--- config.mk ---
export PLATFORM = sky130hd
export DESIGN_NAME = thermal_throttle_arbiter
export DESIGN_NICKNAME = d
export VERILOG_FILES = /design/src/rtl/thermal_arb_pkg.sv /design/src/rtl/hot_pin_sync.sv /design/src/rtl/core_policy.sv /design/src/rtl/thermal_throttle_arbiter.sv
export SDC_FILE = /design/constraint.sdc
export NUM_CORES = 1
export LEC_CHECK = 0
export ABC_AREA = 1
export BUFFER_PORTS_ARGS = -buffer_cell sky130_fd_sc_hd__buf_2
export CAP_MARGIN = 10
export CORE_AREA = 4 4 41 43
export DETAILED_ROUTE_END_ITERATION = 12
export DIE_AREA = 0 0 45 47
export GPL_TIMING_DRIVEN = 1
export PLACE_DENSITY_LB_ADDON = 0.15
export SYNTH_ARGS = -nofsm -noshare
export SYNTH_HDL_FRONTEND = slang
export SYNTH_SLANG_ARGS = --single-unit
--- constraint.sdc ---
create_clock -name clk -period 1.5 [get_ports clk]
set_clock_uncertainty 0.2 [all_clocks]
set_input_delay 0.075 -clock clk [delete_from_list [all_inputs] [get_ports clk]]
set_output_delay 0.075 -clock clk [all_outputs]
set_load 0.02 [all_outputs]
--- src/rtl/thermal_arb_pkg.sv ---
package thermal_arb_pkg;
    // Which throttle methods a core has enabled: {pstate, clkmod}
    typedef enum logic [1:0] {
        METH_NONE = 2'b00,
        METH_CLK  = 2'b01,
        METH_PST  = 2'b10,
        METH_BOTH = 2'b11
    } method_e;
endpackage

--- src/rtl/hot_pin_sync.sv ---
module hot_pin_sync #(
    parameter int STAGES = 2
) (
    input  logic clk,
    input  logic rst_n,
    input  logic pin_n_i,
    input  logic drive_i,
    output logic ext_req_o
);
    typedef struct packed {
        logic [STAGES-1:0] sync;
        logic [STAGES-1:0] hist;
    } sync_t;

    sync_t st_d, st_q;
    logic  own_recent;

    always_comb begin
        st_d      = st_q;
        st_d.sync = {st_q.sync[STAGES-2:0], pin_n_i};
        st_d.hist = {st_q.hist[STAGES-2:0], drive_i};
    end

    always_ff @(posedge clk or negedge rst_n) begin
        if (!rst_n) begin
            st_q.sync <= '1;
            st_q.hist <= '0;
        end else begin
            st_q <= st_d;
        end
    end

    // the synchronized level lags the pin by STAGES cycles; mask our own drive over that window
    assign own_recent = drive_i | (|st_q.hist);
    assign ext_req_o  = ~st_q.sync[STAGES-1] & ~own_recent;
endmodule

--- src/rtl/core_policy.sv ---
module core_policy
    import thermal_arb_pkg::*;
(
    input  logic trip_self_i,
    input  logic trip_any_i,
    input  logic ext_req_i,
    input  logic clkmod_en_i,
    input  logic pstate_en_i,
    output logic clkmod_d_o,
    output logic pstate_d_o
);
    method_e meth;

    always_comb begin
        meth       = method_e'({pstate_en_i, clkmod_en_i});
        clkmod_d_o = 1'b0;
        pstate_d_o = 1'b0;
        unique case (meth)
            METH_NONE: ;
            METH_CLK:  clkmod_d_o = trip_self_i | ext_req_i;
            METH_PST:  pstate_d_o = trip_any_i | ext_req_i;
            METH_BOTH: begin
                pstate_d_o = trip_any_i | ext_req_i;
                clkmod_d_o = trip_any_i | ext_req_i;
            end
            default: ;
        endcase
    end
endmodule

--- src/rtl/thermal_throttle_arbiter.sv ---
module thermal_throttle_arbiter #(
    parameter int NCORE       = 2,
    parameter int SYNC_STAGES = 2
) (
    input  logic             clk,
    input  logic             rst_n,
    input  logic [NCORE-1:0] trip_i,
    input  logic [NCORE-1:0] clkmod_en_i,
    input  logic [NCORE-1:0] pstate_en_i,
    input  logic             hot_pin_n_i,
    output logic             hot_drive_o,
    output logic [NCORE-1:0] clkmod_o,
    output logic [NCORE-1:0] pstate_low_o
);
    typedef struct packed {
        logic             drive;
        logic [NCORE-1:0] clkmod;
        logic [NCORE-1:0] pstate;
    } out_t;

    out_t             out_d, out_q;
    logic             ext_req;
    logic             trip_any;
    logic [NCORE-1:0] cm_next, ps_next;

    hot_pin_sync #(.STAGES(SYNC_STAGES)) u_sync (
        .clk      (clk),
        .rst_n    (rst_n),
        .pin_n_i  (hot_pin_n_i),
        .drive_i  (out_q.drive),
        .ext_req_o(ext_req)
    );

    assign trip_any = |trip_i;

    for (genvar gi = 0; gi < NCORE; gi++) begin : g_core
        core_policy u_pol (
            .trip_self_i(trip_i[gi]),
            .trip_any_i (trip_any),
            .ext_req_i  (ext_req),
            .clkmod_en_i(clkmod_en_i[gi]),
            .pstate_en_i(pstate_en_i[gi]),
            .clkmod_d_o (cm_next[gi]),
            .pstate_d_o (ps_next[gi])
        );

        // no method enabled, no action
        assert_no_method_idle_R6: assert property (@(posedge clk) disable iff (!rst_n)
            (!clkmod_en_i[gi] && !pstate_en_i[gi]) |=> (!clkmod_o[gi] && !pstate_low_o[gi]));
        // own trip with clock modulation enabled modulates the core
        assert_own_trip_mod_R2: assert property (@(posedge clk) disable iff (!rst_n)
            (trip_i[gi] && clkmod_en_i[gi]) |=> clkmod_o[gi]);
        // both methods, package trip gives both outputs
        assert_both_methods_R7: assert property (@(posedge clk) disable iff (!rst_n)
            (trip_any && clkmod_en_i[gi] && pstate_en_i[gi]) |=> (clkmod_o[gi] && pstate_low_o[gi]));
        // any trip forces the lowest state on an enabled core
        assert_pkg_pstate_R3: assert property (@(posedge clk) disable iff (!rst_n)
            (trip_any && pstate_en_i[gi]) |=> pstate_low_o[gi]);
    end

    always_comb begin
        out_d        = out_q;
        out_d.drive  = trip_any;
        out_d.clkmod = cm_next;
        out_d.pstate = ps_next;
    end

    always_ff @(posedge clk or negedge rst_n) begin
        if (!rst_n) out_q <= '0;
        else        out_q <= out_d;
    end

    assign hot_drive_o  = out_q.drive;
    assign clkmod_o     = out_q.clkmod;
    assign pstate_low_o = out_q.pstate;

    assert_drive_on_trip_R1: assert property (@(posedge clk) disable iff (!rst_n)
        trip_any |=> hot_drive_o);
    assert_drive_off_R1: assert property (@(posedge clk) disable iff (!rst_n)
        !trip_any |=> !hot_drive_o);
    assert_self_mask_R5: assert property (@(posedge clk) disable iff (!rst_n)
        hot_drive_o |-> !ext_req);
    assert_release_idle_R8: assert property (@(posedge clk) disable iff (!rst_n)
        (!trip_any && !ext_req) |=> (clkmod_o == '0 && pstate_low_o == '0));
endmodule

==> results of run 1 <==
## area by class of cell
class	count	share of cell area [%]
Timing Repair Buffer	21	27.5
Tap cell	15	3.44
Multi-Input combinational cell	19	17.7
Sequential cell	9	41.7
Inverter	7	4.82
Clock buffer	4	4.82
## cells in the final DEF, fill, tap and decap left out
master,instances
buf_2,12
nand2_1,10
dlygate4sd3_1,9
inv_1,7
dfrtp_1,7
clkbuf_4,3
nor2_2,2
nand2_2,2
nor2_1,2
a21boi_1,2
dfstp_2,2
nor2_4,1
clkbuf_1,1
## registers in the layout, indices dropped and copies added, names as in the netlist
| signal | count |
|---|---|
| u_sync.st_q | 2 |
| u_sync.st_d | 2 |
| hot_drive_o | 1 |
| pstate_low_o | 2 |
| clkmod_o | 2 |
## critical path: cells and delay by family
family	cells	cell delay, ns
buffers and inverters	3	1.39
## through the flow
step | cells | instance area, um^2 | utilization (%) | hold slack (ns)
finish | 75 | 546 | 41.9 | 0.109
global route | 75 | 546 | 41.9 | 0.104
CTS | 77 | 561 | 43.1 | 0.102
detailed placement | 63 | 434 | 33.4 | -0.263
global placement | 63 | 434 | 33.4 | -0.264
floorplan | 35 | 350 | - | -0.421
## layer usage
metal / global-route usage, % / wire [um] / part of all wire [%]
met2: 12.4 / 324 / 48
met5: 0 / 0 / 0
met1: 8.60 / 296 / 44
met3: 4.60 / 50 / 7.5
met4: 7.02 / 0 / 0
## power groups by stage
stage	sequential, mW	combinational, mW	clock [mW]
floorplan	0.281	0.0180	0
global placement	0.269	0.0598	0
detailed placement	0.269	0.0598	0
CTS	0.264	0.0800	0.193
global route	0.265	0.0844	0.211
finish	0.264	0.0754	0.183
## final timing paths
kind                       start  cells past startpoint              to  slack (ns)
max                        rst_n                      3     clkmod_o[0]        0.25
min                        rst_n                      2  u_sync.st_d[3]        0.11
max reg2reg       u_sync.st_q[3]                      5     clkmod_o[1]        0.35
min reg2reg       u_sync.st_d[3]                      0  u_sync.st_q[3]        0.15
max in group clk  u_sync.st_q[3]                      5     clkmod_o[1]        0.35
min in group clk  u_sync.st_d[3]                      0  u_sync.st_q[3]        0.15
## synthesized netlist by cell type
| library cell | n | area share [%] |
|---|---|---|
| a21boi_1 | 2 | 4.3 |
| dfrtp_1 | 7 | 50 |
| dfstp_2 | 2 | 15 |
| nor2_1 | 2 | 2.1 |
| nor2_2 | 2 | 3.6 |
| nor2_4 | 1 | 3.2 |
| nand2_2 | 2 | 3.6 |
| inv_1 | 7 | 7.5 |
| nand2_1 | 10 | 11 |
## timing repair
action                                 4_1_cts  5_1_grt
hold buffers                                10        0
buffers inserted                             0        0
endpoints found under the hold margin       15        0
setup endpoints to repair                    0        1
## kinds of logic after synthesis
logic type / count (synthesis)
buffers and inverters: 7
AOI/OAI and AO/OA: 2
and+or+nand+nor: 17
DFF: 9
==> out/metrics.yaml, run 1 <==
status: "finished clean"
syn2layout_area_growth_pct: 55.7
avgRoutedWirePerCell_um: 8.95
p_sw_mw: 0.124
numClockSinks: 9
synthSimpleGateAreaFrac_pct: 23.2
worstPathRequired_ns: 1.71
synth-seq-cells: 9
cap_violations: 0
nFillCells: 142
drive_above_1_share_pct: 36.7
cp_slowest_cell: "dlygate4sd3_1"
clk_pin_slew_worst_paths_ns: 0.06
gr-usage-all-layers_pct: 8.36
initial_utilization_pct: 26.9
hold_path.class: "primary input to async pin"
wirelength_um: 671
p_int_mw: 0.399
clk_latency_ns: 0.25
tightest_slew_ns: 0.325
worst_slack_ns: 0.245
finalHoldViolCount: 0
hpwl_um: 467
root_buffer: "clkbuf_4"
seq_area_um2: 228
die-area_um2: 2120
synth_nets: 44
p_per_area_nw_per_um2: 958
period_minus_slack_ns: 1.25
cts_buffers: 3
synth.distinct_cells: 9
pwr-share-comb_pct: 14.4
seq_area_frac_synth_pct: 65.0
grt_pass1_vias: 274
cts.htree.levels: 1
die_h_um: 47
max_slew_margin_pct: 78.3
switching_share_pct: 23.7
fp-row-count: 13
synth_cells: 35
max_clock_freq_ghz: 0.797
dr_total_vias: 280
finalSetupViolations: 0
cts_tree: "done"
synth_top_family_by_area: "simple AND/OR/NAND/NOR gates"
via_per_inst: 3.73
synth-xor-area-share_pct: 0
synth_area_per_cell_um2: 10.0
drc: 0
grt_pass1_wl_mm: 1.15
core_um2: 1300
cts_buffer_depth: 2
power_mw: 0.522
num-nets-final: 70
multiInputGateArea_um2: 96.3
die-width_um: 45
antenna_found_initial: 0
dp_slack_ns: 0.352
cpPeakStageDelay_ns: 0.75
synthAdderAreaFrac_pct: 0
critPathMaxFanout: 7
antenna_left: 0
finalCritPeriodShare_pct: 83.6
synth_mux_area_share_pct: 0
globalRouteOverflowTotal: 0
synth_warnings: 0
dr.pass1.iters: 4
drt_iter0_drc: 1
diodes: 0
crit_path_start_kind: "primary input"
p_leak_nw: 0.291
portBuffers: 13
worst-setup-path-type: "primary input to async pin"
synth-compound-area-share_pct: 4.29
fin_setup_tns_ns: 0
grt_max_degree: 8
rsz0062_at_grt: "no"
p_clk_share_pct: 35.0
crit_path_end_kind: "async pin"
maxSlewViolCount: 0
cp_common_cell: "dlygate4sd3_1"
gp_congestion: 0.702
crit_path_cell_trace: "dlygate4sd3_1 -> buf_2 -> dlygate4sd3_1"
io_pins: 14
cts_repair_resize_count: 0
pwr-share-seq_pct: 50.6
cp.arrival_ns: 1.47
synthesis.area_um2: 350
vdd_drop_max_v: 0.000276
Note: power is estimated with default switching activity, not from simulation.
==> run 2: changes to the inputs <==
--- a/config.mk
+++ b/config.mk
@@ -5,7 +5,7 @@
 export SDC_FILE = /design/constraint.sdc
 export NUM_CORES = 1
 export LEC_CHECK = 0
-export ABC_AREA = 1
+export ABC_AREA = 0
 export BUFFER_PORTS_ARGS = -buffer_cell sky130_fd_sc_hd__buf_2
 export CAP_MARGIN = 10
 export CORE_AREA = 4 4 41 43
==> constraint.sdc (replaced) <==
create_clock -name clk -period 1.3 [get_ports clk]
set_clock_uncertainty 0.2 [all_clocks]
set_input_delay 0.065 -clock clk [delete_from_list [all_inputs] [get_ports clk]]
set_output_delay 0.065 -clock clk [all_outputs]
set_load 0.02 [all_outputs]
==> out/metrics.yaml, run 2 <==
cts_tree: "done"
dr.pass1.iters: 2
hpwl_um: 434
seq_area_frac_synth_pct: 79.5
vdd_drop_max_v: 0.000507
mostFrequentLayoutCells: "buf_2 (13), dlygate4sd3_1 (8), dfrtp_1 (6)"
cts_buffer_depth: 2
fp-row-count: 13
synth.distinct_cells: 7
reg2reg_from: "u_sync.st_q[1]"
r2r_setup_slack_ns: -0.05
cts.htree.levels: 1
gr-usage-all-layers_pct: 8.14
die-width_um: 45
violations: "setup timing"
globalRouteOverflowTotal: 0
worst_slack_ns: -0.0479
num-nets-final: 55
synthesis.area_um2: 287
postCtsSetupRepairBufs: 0
critPathMaxFanout: 4
initial_utilization_pct: 22.0
cp.arrival_ns: 1.32
syn2layout_area_growth_pct: 76.4
crit_path_end_kind: "register"
drc: 0
synth-seq-cells: 9
finalCritPeriodShare_pct: 104
finalSetupViolations: 4
nFillCells: 133
cts_buffers: 3
core_um2: 1300
drive_above_1_share_pct: 51.1
worstPathRequired_ns: 1.28
dpl_cell_area_um2: 379
grt_pass1_vias: 268
reg2reg_depth: 2
antenna_found_initial: 0
grt.met3_usage_pct: 4.21
p_leak_nw: 0.242
ys_async_sr_fraction_pct: 100
io_pins: 14
tightest_slew_ns: 0.329
antenna_left: 0
grt_busiest_layer: "met2"
synth.most_common_cell: "dfrtp_1"
die_h_um: 47
max_clock_freq_ghz: 0.742
status: "complete, but fails checks"
drt_iter0_drc: 1
synth_cells: 18
synthTopCellsByCount: "dfrtp_1 (7), a21boi_1 (4), a21oi_1 (2), dfstp_2 (2)"
yosys.area.top_type_share_pct: 61.1
finalHoldViolCount: 0
reg2reg_to: "pstate_low_o[1]"
yosysTopAreaCell: "dfrtp_1"
met1_usage_pct: 9.37
dr_total_vias: 231
via_per_inst: 3.85
rsz0062_at_grt: "yes"
avgRoutedWirePerCell_um: 10.7
layout_commonest_cell: "buf_2"
grt_max_degree: 8
synth_area_per_cell_um2: 15.9
final_area_um2: 505
synth-edff-count: 0
synth_top_cells_by_area: "dfrtp_1 (61%), dfstp_2 (18%), a21boi_1 (10%)"
worst-setup-path-type: "register to register"
gp_congestion: 0.661
dp_cells: 47
die-area_um2: 2120
final_cells: 60
p_per_area_nw_per_um2: 1170
crit_path_start_kind: "register"
grtUsageMet2_pct: 11.9
grt_pass1_wl_mm: 1.18
synth_warnings: 0
numClockSinks: 9
hold_path.class: "primary input to async pin"
portBuffers: 13
max_slew_margin_pct: 78.1
clk_pin_slew_worst_paths_ns: 0.06
diodes: 0
cap_violations: 0
period_minus_slack_ns: 1.35
synth-main-ff-cell: "dfrtp_1"
maxSlewViolCount: 0
synth_nets: 27
root_buffer: "clkbuf_4"
wirelength_um: 644
clk_latency_ns: 0.25
-- run 2: how the worst max path moves through the flow --
stage | startpoint | endpoint | slack, ns | cells past startpoint
6_report | u_sync.st_q[1] | pstate_low_o[1] | -0.05 | 2
5_1_grt | u_sync.st_q[1] | pstate_low_o[0] | -0.08 | 2
4_1_cts | u_sync.st_q[1] | pstate_low_o[1] | -0.05 | 2
3_5_place_dp | u_sync.st_d[1] | pstate_low_o[0] | -0.06 | 2
3_3_place_gp | u_sync.st_d[1] | clkmod_o[0] | -0.04 | 2
2_1_floorplan | u_sync.st_d[1] | clkmod_o[0] | 0.01 | 2
-- run 2: per-stage QoR --
stage	util, %	setup slack, ns	TNS [ns]	total power, mW	hold slack (ns)
finish	38.8	-0.0479	-0.148	0.589	0.0976
global placement	29.1	-0.0416	-0.137	0.363	-0.278
CTS	38.7	-0.0463	-0.144	0.599	0.0952
global route	38.8	-0.0757	-0.267	0.632	0.109
detailed placement	29.1	-0.0569	-0.212	0.364	-0.276
floorplan	-	0.00991	0	0.331	-0.431
-- run 2: report_power, final --
group	internal [mW]	leakage (nW)	switching (mW)	total [mW]
Combinational	0.0426	0.126	0.0358	0.0783
Clock	0.118	0.0150	0.0896	0.207
Sequential	0.299	0.101	0.00467	0.303
-- run 2: layer usage --
layer / routed length (um) / up-vias
met5: 0 / -
met4: 0 / 0
met3: 64 / 0
met2: 314 / 11
met1: 264 / 103
li1: - / 117
-- run 2: layout make-up --
type                    count  area [um^2]  share of cell area, %
clock buffers               4         26.3                   5.20
inverters                   1         3.75                  0.743
multi-input cells           8         62.6                   12.4
flip-flops and latches      9          229                   45.3
well taps                  15         18.8                   3.71
repair buffers             23          165                   32.7
-- run 2: cells by family (layout without fill, tap and decap cells) --
logic type | Yosys count | after routing | share of synthesized area (%)
compound gates | 6 | 6 | 14.0
simple gates | 2 | 2 | 5.24
buf+inv | 1 | 28 | 1.31
flops | 9 | 9 | 79.5
-- run 2: repair_timing --
action                     4_1_cts  5_1_grt
hold endpoints to repair        15        0
gates resized for setup          2        1
hold buffers                     9        0
pin swaps                        1        0
setup endpoints to repair        4       11
cloned                           0        0
-- run 2: worst max-delay path: stages (launching register included) --
cell and delay [ns]:
dfrtp_1 0.37, or4_4 0.55, a21boi_1 0.15
==> run 3: changes to the inputs <==
==> constraint.sdc (replaced) <==
create_clock -name clk -period 1.5 [get_ports clk]
set_clock_uncertainty 0.2 [all_clocks]
set_input_delay 0.075 -clock clk [delete_from_list [all_inputs] [get_ports clk]]
set_output_delay 0.075 -clock clk [all_outputs]
set_load 0.02 [all_outputs]
==> out/metrics.yaml, run 3 (synthesis results as in run 2) <==
status: "finished clean"
cts_buffers: 3
avgRoutedWirePerCell_um: 10.1
final_area_um2: 487
die-area_um2: 2120
met2_length_um: 288
p_leak_nw: 0.229
met3WireLength_um: 70
cap_violations: 0
endpoint: "pstate_low_o[1]"
io_pins: 14
dr.pass1.iters: 3
dpl_cell_area_um2: 370
reg2reg_depth: 2
max_slew_margin_pct: 78.6
worst_slack_ns: 0.137
reg2reg_to: "pstate_low_o[1]"
crit_path_start_kind: "register"
cp_slowest_cell: "or4_4"
drive_above_1_share_pct: 43.2
cpPeakStageDelay_ns: 0.57
crit_path_end_kind: "register"
critPathMaxFanout: 4
gr-usage-all-layers_pct: 7.59
syn2layout_area_growth_pct: 69.9
antenna_left: 0
finalCritPeriodShare_pct: 90.9
routed.top_layer: "met3"
hold_path.class: "primary input to async pin"
layout_commonest_cell: "buf_2"
globalRouteOverflowTotal: 0
reg2reg_from: "u_sync.st_d[1]"
via_per_inst: 3.88
maxSlewViolCount: 0
worstPathRequired_ns: 1.47
core_um2: 1300
die_h_um: 47
dp_slack_ns: 0.146
crit_start: "u_sync.st_d[1]"
vdd_drop_max_v: 0.000595
grt_pass1_wl_mm: 1.01
drc: 0
grt_max_degree: 8
finalHoldViolCount: 0
mostFrequentLayoutCells: "buf_2 (13), dlygate4sd3_1 (9), dfrtp_1 (7)"
finalSetupViolations: 0
drt_iter0_drc: 2
fp-row-count: 13
gp_congestion: 0.671
hold_buffers: 9
cts_tree: "done"
wirelength_um: 593
cts.htree.levels: 1
num-nets-final: 54
root_buffer: "clkbuf_4"
p_per_area_nw_per_um2: 1030
final_cells: 59
rsz0062_at_grt: "no"
cts_repair_resize_count: 0
portBuffers: 13
dr_total_vias: 229
cp.arrival_ns: 1.34
max_clock_freq_ghz: 0.734
diodes: 0
die-width_um: 45
antenna_found_initial: 0
postCtsSetupRepairBufs: 0
dp_cells: 46
clk_latency_ns: 0.25
cts_buffer_depth: 2
initial_utilization_pct: 22.0
fin_hold_ws_ns: 0.109
fin_setup_tns_ns: 0
clk_pin_slew_worst_paths_ns: 0.06
worst-setup-path-type: "register to register"
r2r_setup_slack_ns: 0.14
met1Wirelength_um: 234
period_minus_slack_ns: 1.36
tightest_slew_ns: 0.320
crit_path_cell_trace: "or4_4 -> a21boi_1"
numClockSinks: 9
grt_pass1_vias: 233
[run 3: cell types whose count changed in the layout (fill, tap and decap cells not counted), sizes merged]
cell and change:
buf -1, dlygate4sd3 +1, dlymetal6s4s -1
[run 3: per-layer routing]
| metal | track usage (%) | vias up |
|---|---|---|
| met5 | 0 | - |
| met4 | 7.02 | 0 |
| met3 | 6.13 | 0 |
| met2 | 9.60 | 10 |
| met1 | 7.75 | 105 |
| li1 | - | 114 |
[run 3: power breakdown]
group	total, mW	switching, mW	internal [mW]
clock	0.176	0.0745	0.102
sequential	0.263	0.00438	0.259
combinational	0.0632	0.0295	0.0337
[run 3: metrics by stage]
step	utilization [%]	total power [mW]
after global routing	37.4	0.542
final	37.4	0.503
after global placement	28.5	0.313
after CTS	37.4	0.514
after floorplan	-	0.286
after detailed placement	28.5	0.313
[run 3: worst min path at each step]
stage | slack, ns | endpoint | from
global route | 0.11 | u_sync.st_d[3] | rst_n
CTS | 0.10 | u_sync.st_d[3] | rst_n
floorplan | -0.42 | clkmod_o[0] | rst_n
finish | 0.11 | u_sync.st_d[3] | rst_n
global placement | -0.27 | hot_drive_o | rst_n
detailed placement | -0.27 | hot_drive_o | rst_n
[run 3: cell type report]
type                            count  area, um^2
Sequential cell                     9         228
Clock buffer                        4        26.3
Inverter                            1        3.75
Timing Repair Buffer               22         155
Fill cell                         136         815
Multi-Input combinational cell      8        55.1
Tap cell                           15        18.8
[run 3: critical path: cells and delay by family (launching register included)]
family	cells	cell delay, ns
AO/OA/AOI/OAI	1	0.15
AND/OR/NAND/NOR	1	0.57
flip-flops	1	0.38
